[src/rtl/pgate_pkg.sv]
package pgate_pkg;

  localparam int BANK_W    = 32;
  localparam int BASE_OFF  = 'h24;
  localparam int BANK_STEP = 'h10;

  // Register slots within one bank, in address order.
  localparam int SLOT_EN  = 0;
  localparam int SLOT_DIS = 1;
  localparam int SLOT_REQ = 2;
  localparam int SLOT_STS = 3;

  // Byte offset of a slot in a bank.
  function automatic int reg_off(input int bank, input int slot);
    return BASE_OFF + bank * BANK_STEP + slot * 4;
  endfunction

  // New request word after a set mask and a clear mask (clear wins).
  function automatic logic [BANK_W-1:0] apply_gate_write(
      input logic [BANK_W-1:0] cur,
      input logic [BANK_W-1:0] set_m,
      input logic [BANK_W-1:0] clr_m);
    return (cur | set_m) & ~clr_m;
  endfunction

endpackage

[src/rtl/pgate_bank.sv]
module pgate_bank #(
  parameter int          W        = 32,
  parameter logic [W-1:0] RST_BITS = '0
) (
  input  logic         clk,
  input  logic         rst_n,
  input  logic         set_stb,
  input  logic         clr_stb,
  input  logic [W-1:0] wdata,
  output logic [W-1:0] req
);
  import pgate_pkg::*;

  logic [W-1:0] set_m, clr_m;
  assign set_m = set_stb ? wdata : '0;
  assign clr_m = clr_stb ? wdata : '0;

  always_ff @(posedge clk or negedge rst_n) begin
    if (!rst_n) req <= RST_BITS;
    else        req <= apply_gate_write(req, set_m, clr_m);
  end

  // bits written as 1 to the enable register are set
  assert_set_bits_R2: assert property (@(posedge clk) disable iff (!rst_n)
    set_stb |=> ((req & $past(wdata)) == $past(wdata)));

  // bits written as 1 to the disable register are cleared
  assert_clr_bits_R3: assert property (@(posedge clk) disable iff (!rst_n)
    clr_stb |=> ((req & $past(wdata)) == '0));

  // bits written as 0 keep their value
  assert_zero_bits_keep_R2: assert property (@(posedge clk) disable iff (!rst_n)
    (set_stb || clr_stb) |=> ((req & ~$past(wdata)) == ($past(req) & ~$past(wdata))));

  // no strobe for this bank, no change
  assert_idle_stable_R7: assert property (@(posedge clk) disable iff (!rst_n)
    !(set_stb || clr_stb) |=> $stable(req));

endmodule

[src/rtl/pgate_settle.sv]
module pgate_settle #(
  parameter int           W        = 32,
  parameter int           LAT      = 3,
  parameter logic [W-1:0] RST_BITS = '0
) (
  input  logic         clk,
  input  logic         rst_n,
  input  logic [W-1:0] req,
  output logic [W-1:0] sts
);
  localparam int CW = $clog2(LAT + 1) + 1;

  logic [W-1:0] stage [LAT];

  genvar i;
  generate
    for (i = 0; i < LAT; i++) begin : g_stage
      if (i == 0) begin : g_first
        always_ff @(posedge clk or negedge rst_n) begin
          if (!rst_n) stage[0] <= RST_BITS;
          else        stage[0] <= req;
        end
      end else begin : g_next
        always_ff @(posedge clk or negedge rst_n) begin
          if (!rst_n) stage[i] <= RST_BITS;
          else        stage[i] <= stage[i-1];
        end
      end
    end
  endgenerate

  assign sts = stage[LAT-1];

  // Checker state: cycles since the request last moved.
  logic [W-1:0]  req_seen;
  logic [CW-1:0] quiet_cnt;
  always_ff @(posedge clk or negedge rst_n) begin
    if (!rst_n) begin
      req_seen  <= RST_BITS;
      quiet_cnt <= CW'(LAT);
    end else begin
      req_seen <= req;
      if (req != req_seen)          quiet_cnt <= '0;
      else if (quiet_cnt < CW'(LAT)) quiet_cnt <= quiet_cnt + 1'b1;
    end
  end

  // once the request has been still for the latency, status matches it
  assert_settled_match_R6: assert property (@(posedge clk) disable iff (!rst_n)
    (quiet_cnt >= CW'(LAT - 1) && req == req_seen) |-> (sts == req));

endmodule

[src/rtl/pgate_glitchfree.sv]
module pgate_glitchfree #(
  parameter int           W        = 32,
  parameter logic [W-1:0] RST_BITS = '0
) (
  input  logic         clk,
  input  logic         rst_n,
  input  logic [W-1:0] sts,
  output logic [W-1:0] gate
);
  // Captured on the falling edge: the enable moves only while clk is low.
  always_ff @(negedge clk or negedge rst_n) begin
    if (!rst_n) gate <= RST_BITS;
    else        gate <= sts;
  end
endmodule

[src/rtl/pgate_ctrl.sv]
module pgate_ctrl #(
  parameter int                                 ADDR_W     = 8,
  parameter int                                 NUM_BANKS  = 2,
  parameter int                                 SETTLE_CYC = 3,
  parameter logic [NUM_BANKS*pgate_pkg::BANK_W-1:0] RESET_MASK = 64'h0000_0001_0000_0003
) (
  input  logic                                 clk,
  input  logic                                 rst_n,
  input  logic [ADDR_W-1:0]                    bus_addr,
  input  logic                                 bus_we,
  input  logic [31:0]                          bus_wdata,
  output logic [31:0]                          bus_rdata,
  output logic [NUM_BANKS*pgate_pkg::BANK_W-1:0] gate_en
);
  import pgate_pkg::*;

  localparam int NUM_CLK = NUM_BANKS * BANK_W;

  logic [NUM_BANKS-1:0] hit_en, hit_dis, hit_req, hit_sts;
  logic [NUM_CLK-1:0]   req_all, sts_all;

  genvar b;
  generate
    for (b = 0; b < NUM_BANKS; b++) begin : g_bank
      assign hit_en[b]  = (int'(bus_addr) == reg_off(b, SLOT_EN));
      assign hit_dis[b] = (int'(bus_addr) == reg_off(b, SLOT_DIS));
      assign hit_req[b] = (int'(bus_addr) == reg_off(b, SLOT_REQ));
      assign hit_sts[b] = (int'(bus_addr) == reg_off(b, SLOT_STS));

      pgate_bank #(
        .W(BANK_W), .RST_BITS(RESET_MASK[b*BANK_W +: BANK_W])
      ) u_bank (
        .clk(clk), .rst_n(rst_n),
        .set_stb(bus_we && hit_en[b]),
        .clr_stb(bus_we && hit_dis[b]),
        .wdata(bus_wdata),
        .req(req_all[b*BANK_W +: BANK_W])
      );

      pgate_settle #(
        .W(BANK_W), .LAT(SETTLE_CYC), .RST_BITS(RESET_MASK[b*BANK_W +: BANK_W])
      ) u_settle (
        .clk(clk), .rst_n(rst_n),
        .req(req_all[b*BANK_W +: BANK_W]),
        .sts(sts_all[b*BANK_W +: BANK_W])
      );

      pgate_glitchfree #(
        .W(BANK_W), .RST_BITS(RESET_MASK[b*BANK_W +: BANK_W])
      ) u_gf (
        .clk(clk), .rst_n(rst_n),
        .sts(sts_all[b*BANK_W +: BANK_W]),
        .gate(gate_en[b*BANK_W +: BANK_W])
      );
    end
  endgenerate

  always_comb begin
    bus_rdata = '0;
    for (int k = 0; k < NUM_BANKS; k++) begin
      if (hit_req[k]) bus_rdata = req_all[k*BANK_W +: BANK_W];
      if (hit_sts[k]) bus_rdata = sts_all[k*BANK_W +: BANK_W];
    end
  end

  logic rd_silent;
  assign rd_silent = ~|(hit_req | hit_sts);

  // write-only and undecoded offsets read as zero
  assert_rd_zero_R7: assert property (@(posedge clk) disable iff (!rst_n)
    rd_silent |-> (bus_rdata == 32'h0));

endmodule

[config.mk]
export PLATFORM = sky130hd
export DESIGN_NAME = pgate_ctrl
export DESIGN_NICKNAME = d
export VERILOG_FILES = /design/src/rtl/pgate_pkg.sv /design/src/rtl/pgate_bank.sv /design/src/rtl/pgate_settle.sv /design/src/rtl/pgate_glitchfree.sv /design/src/rtl/pgate_ctrl.sv
export SDC_FILE = /design/constraint.sdc
export NUM_CORES = 1
export LEC_CHECK = 0
export CORE_MARGIN = 2
export CORE_UTILIZATION = 45
export DETAILED_ROUTE_END_ITERATION = 8
export GPL_ROUTABILITY_DRIVEN = 0
export PLACE_DENSITY = 0.68
export SETUP_SLACK_MARGIN = 0.05
export SYNTH_ARGS = -nofsm -noshare
export SYNTH_HDL_FRONTEND = slang
export SYNTH_SLANG_ARGS = --single-unit
[constraint.sdc]
create_clock -name clk -period 1.8 [get_ports clk]
set_input_delay 0.18 -clock clk [delete_from_list [all_inputs] [get_ports clk]]
set_output_delay 0.18 -clock clk [all_outputs]
set_load 0.01 [all_outputs]
==> qor.yml, run 1 <==
ys_ff_latch: 320
syn-cell-area_mm2: 0.00992
wl_per_cell_um: 20.8
reg2reg_slack_ns: 0.22
antenna_cells: 0
p_leak_nw: 6.58
synth_top_area_cell: "dfrtp_1"
grt_overflow: 0
synthDistinctLibCells: 30
critical-path-top-delay-family: "flip-flops"
power_w: 0.0147
drt_first_iter_violations: 218
ios: 139
die_h_um: 153
crit_type: "reg -> out"
max-clock-path-buffers: 3
vias_per_cell: 5.21
r2r-start: "g_bank[0].u_settle.sts[1]"
die_w_um: 153
antenna_found_initial: 2
p_per_area_mw_per_mm2: 1100
track_usage_pct: 21.1
synthTopCellsByArea: "dfrtp_1 62%, dfrtn_1 15%, a21oi_1 5.6%"
status: "finished, violations left"
crit_path_cell_trace: "buf_6"
rsz0062_at_grt: "yes"
path_buf_inv: 1
grt_max_degree: 45
rows: 54
clock_sinks: 320
finClkSkew_ns: 0.0545
mappedNetlistNets: 677
critPathMaxFanout: 1
grt_pass1_vias: 6649
end_kind: "output pin"
h-tree-depth: 1
final_hold_viol_count: 0
totalWireLength_um: 24200
fin_nets: 906
ys_warn_count: 0
first_pass_iters: 4
coreArea_mm2: 0.0218
path_clk_slew_ns: 0.06
setup_violations: 71
syn_to_final_growth_pct: 34.5
fin_ws_ns: -0.479
cp.required_ns: 1.62
failed_checks: "negative setup slack"
hold_path.class: "in -> async"
cts_inserted_buffers: 30
ir_drop_mv: 0.646
drive_above_1_share_pct: 38.7
port_buffers: 138
cpMaxStageDelayCell: "dfstp_2"
maxCapViolations: 0
vias: 6079
synth-seq-area-share_pct: 80.9
relSlewSlack_pct: 72.3
start_kind: "register"
worst_slew_pin_slew_ns: 0.415
dpl_cell_area_mm2: 0.0121
initial_core_util_pct: 45.6
arrival_ns: 2.10
die_area_mm2: 0.0233
worst_path_largest_cell_delay_ns: 0.52
final_cell_mix: "244 x dfrtp_1, 99 x a21oi_1, 87 x buf_2, 61 x dfrtn_1, 47 x buf_4"
netlist_instances: 634
whs_ns: 0.114
insertion_delay_ns: 0.59
syn_area_per_cell_um2: 15.7
final_area_mm2: 0.0134
hpwl_um: 15200
maxSlewViolCount: 0
synth.top_cell.area_share_pct: 61.5
cts_root_buffer: "clkbuf_16"
drc: 0
grt_pass1_wl_um: 38300
r2r_end: "g_bank[0].u_gf.gate[1]"
final_antenna_net_count: 0
mostFrequentLayoutCell: "dfrtp_1"
cts_tree: "yes"
reg2reg_depth: 1
-- Yosys cell counts --
cell type and n:
or3b_1 1, a221o_1 1, inv_1 1, dfstp_2 15
and2_1 2, a21oi_2 30, nor2_4 1, nor4_2 1
clkbuf_1 12, or3b_4 1, a22oi_1 35, nand4bb_1 2
a21bo_2 1, nor2_2 2, a21oi_1 112, buf_4 3
or3_1 1, nand2_1 1, or4b_4 1, nor2_1 30
nor4b_4 1, dfrtp_1 244, buf_6 6, buf_2 8
nor3_1 14, o21ai_1 10, o21a_1 14, dfrtn_1 61
nor4b_2 2, o21ai_0 21
-- timing repair --
item / 4_1_cts / 5_1_grt
gates cloned: 4 / 1
endpoints found under the hold margin: 67 / 0
setup buffers: 19 / 7
setup endpoints to repair: 107 / 97
pin swaps: 23 / 23
gates resized for setup: 495 / 39
hold buffers: 1 / 0
-- worst max-delay path by stage --
stage	start	end	slack [ns]	cells past startpoint
floorplan	bus_addr[4]	bus_rdata[24]	0.11	5
global placement	bus_addr[5]	bus_rdata[24]	-0.76	7
detailed placement	bus_addr[5]	bus_rdata[24]	-0.88	7
CTS	g_bank[0].u_gf.gate[0]	gate_en[0]	-0.51	1
global route	g_bank[0].u_gf.gate[0]	gate_en[0]	-0.53	1
finish	g_bank[0].u_gf.gate[0]	gate_en[0]	-0.48	1
-- area by class of cell --
| cell class | instances | area (um2) |
|---|---|---|
| clock buffer | 51 | 976 |
| clock inverter | 7 | 33.8 |
| fill | 1637 | 8410 |
| multi-input combinational | 284 | 2010 |
| sequential | 320 | 8030 |
| tap | 280 | 350 |
| timing repair buffer | 224 | 1950 |
-- where the power goes --
| part | switching (W) | total, W | internal, W |
|---|---|---|---|
| clock network | 0.00257 | 0.00624 | 0.00367 |
| registers | 0.000173 | 0.00772 | 0.00755 |
| logic | 0.000397 | 0.000703 | 0.000306 |
-- layer usage --
| metal | routed length, um | vias to the layer above | track usage [%] | part of all wire, % |
|---|---|---|---|---|
| met2 | 12500 | 156 | 37.0 | 52 |
| met5 | 30 | - | 0 | 0.12 |
| met3 | 1040 | 49 | 3.87 | 4.3 |
| li1 | - | 2678 | - | - |
| met4 | 712 | 4 | 6.39 | 2.9 |
| met1 | 9960 | 3192 | 27.1 | 41 |
-- stage by stage --
stage          setup WS, ns  setup TNS (ns)  cells  utilization [%]
2_1_floorplan         0.108               0    634                -
4_1_cts              -0.510          -22.83   1163             60.7
3_3_place_gp         -0.759          -58.80   1082             55.8
6_report             -0.479          -21.27   1166             61.4
3_5_place_dp         -0.876          -64.52   1082             55.8
5_1_grt              -0.526          -24.59   1166             61.4
-- cells by family after synthesis --
kind of cell	share of synthesized area, %
compound gates	13.8
simple gates	3.54
buf+inv	1.80
flops	80.9
-- sequential cells by signal, summed over array words and instances (netlist names) --
name                   flops
g_bank.u_bank.req         64
g_bank.u_gf.gate          64
g_bank.u_settle.stage    128
g_bank.u_settle.sts       64
Power figures use the tool's default switching activity.
==> run 2, diff against run 1 <==
--- a/config.mk
+++ b/config.mk
@@ -10,6 +10,7 @@
 export DETAILED_ROUTE_END_ITERATION = 8
 export GPL_ROUTABILITY_DRIVEN = 0
-export PLACE_DENSITY = 0.68
+export PLACE_DENSITY = 0.76
 export SETUP_SLACK_MARGIN = 0.05
+export SKIP_CTS_REPAIR_TIMING = 1
 export SYNTH_ARGS = -nofsm -noshare
 export SYNTH_HDL_FRONTEND = slang
==> constraint.sdc (replaced) <==
create_clock -name clk -period 1.8 [get_ports clk]
set_input_delay 0.18 -clock clk [delete_from_list [all_inputs] [get_ports clk]]
set_output_delay 0.18 -clock clk [all_outputs]
set_load 0.1 [all_outputs]
==> qor.yml, run 2 (synthesized netlist as in run 1, its figures left out) <==
finClkSkew_ns: 0.0554
crit_path_cell_trace: "buf_12"
critPathMaxFanout: 1
ios: 139
coreArea_mm2: 0.0218
grt_overflow: 0
maxSlewViolCount: 0
rsz0062_at_grt: "yes"
die_h_um: 153
h-tree-depth: 1
status: "finished, violations left"
whs_ns: 0.0955
path_clk_slew_ns: 0.06
vias: 6032
reg2reg_slack_ns: 0.30
insertion_delay_ns: 0.59
largest_reg_flops: 128
wl_per_cell_um: 21.3
mostFrequentLayoutCell: "dfrtp_1"
start_kind: "register"
arrival_ns: 2.28
nFillCells: 1357
maxCapViolations: 0
die_area_mm2: 0.0233
totalWireLength_um: 24600
max-clock-path-buffers: 3
r2r-start: "g_bank[0].u_settle.sts[1]"
critical-path-top-delay-family: "flip-flops"
port_buffers: 138
r2r_end: "g_bank[0].u_gf.gate[1]"
drive_above_1_share_pct: 39.4
syn_to_final_growth_pct: 50.6
worst_slew_pin_slew_ns: 0.381
grt_pass1_wl_um: 36800
relSlewSlack_pct: 74.4
worst_path_largest_cell_delay_ns: 0.62
rows: 54
p_per_area_mw_per_mm2: 1050
end_kind: "output pin"
track_usage_pct: 20.2
cp.required_ns: 1.62
cts_root_buffer: "clkbuf_16"
grt_pass1_vias: 6543
die_w_um: 153
dpl_cell_area_mm2: 0.0135
final_area_mm2: 0.0149
path_buf_inv: 1
cts_inserted_buffers: 30
cts_tree: "yes"
vias_per_cell: 5.22
first_pass_iters: 4
final_hold_viol_count: 0
final_cell_mix: "244 x dfrtp_1, 113 x buf_12, 98 x a21oi_1, 61 x dfrtn_1, 45 x buf_4"
failed_checks: "negative setup slack"
grt_max_degree: 33
hpwl_um: 15100
antenna_found_initial: 2
startpoint: "g_bank[0].u_gf.gate[0]"
final_antenna_net_count: 0
clock_sinks: 320
drt_first_iter_violations: 245
initial_core_util_pct: 45.6
utilization_pct: 68.7
cpMaxStageDelayCell: "dfstp_4"
setup_violations: 96
reg2reg_depth: 0
regMostFlops: "g_bank.u_settle.stage"
crit_type: "reg -> out"
ir_drop_mv: 0.757
drc: 0
p_leak_nw: 6.85
fin_nets: 892
hold_path.class: "in -> async"
fin_ws_ns: -0.663
-- run 2: cell count changes in the layout (fill, tap and decap cells not counted), sizes merged --
cell | previous run | this run
clkbuf | 53 | 43
bufinv | 0 | 4
clkinv | 3 | 9
buf | 187 | 168
diode | 0 | 2
clkinvlp | 1 | 3
inv | 3 | 4
dlymetal6s2s | 0 | 4
clkdlybuf4s15 | 1 | 0
-- run 2: how the worst max path moves through the flow --
| stage | to | slack, ns | cells past startpoint |
|---|---|---|---|
| 6_report | gate_en[0] | -0.66 | 1 |
| 3_5_place_dp | bus_rdata[16] | -0.49 | 7 |
| 4_1_cts | gate_en[1] | -0.66 | 1 |
| 3_3_place_gp | bus_rdata[28] | -0.41 | 7 |
| 5_1_grt | gate_en[0] | -0.68 | 1 |
| 2_1_floorplan | bus_rdata[10] | -0.27 | 5 |
-- run 2: report_power, final --
part | total [W] | switching (W) | internal [W]
Sequential | 0.00777 | 0.000222 | 0.00755
Clock | 0.00649 | 0.00263 | 0.00386
Combinational | 0.00136 | 0.000867 | 0.000493
-- run 2: per-layer routing --
metal | track usage [%] | routed length [um] | part of all wire [%] | vias up
met2 | 34.7 | 13000 | 53 | 186
met1 | 26.6 | 9660 | 39 | 3135
met5 | 0 | 0 | 0 | -
met3 | 3.10 | 1260 | 5.1 | 49
met4 | 6.83 | 668 | 2.7 | 0
li1 | - | - | - | 2662
-- run 2: area by class of cell --
class | instances | area [um2] | area share, %
clock inverter | 20 | 200 | 1.34
timing repair buffer | 210 | 3170 | 21.2
antenna | 2 | 5.00 | 0.0335
sequential | 320 | 8040 | 53.8
multi-input combinational | 284 | 2340 | 15.7
clock buffer | 39 | 837 | 5.60
tap | 280 | 350 | 2.34
-- run 2: metrics by stage --
stage | power, W | setup TNS, ns | std cells | worst slack [ns]
floorplan | 0.00843 | -19.25 | 634 | -0.275
global placement | 0.00919 | -34.21 | 1079 | -0.413
detailed placement | 0.00923 | -37.59 | 1079 | -0.485
CTS | 0.0157 | -43.27 | 1137 | -0.661
global route | 0.0162 | -35.89 | 1153 | -0.680
finish | 0.0156 | -32.84 | 1155 | -0.663
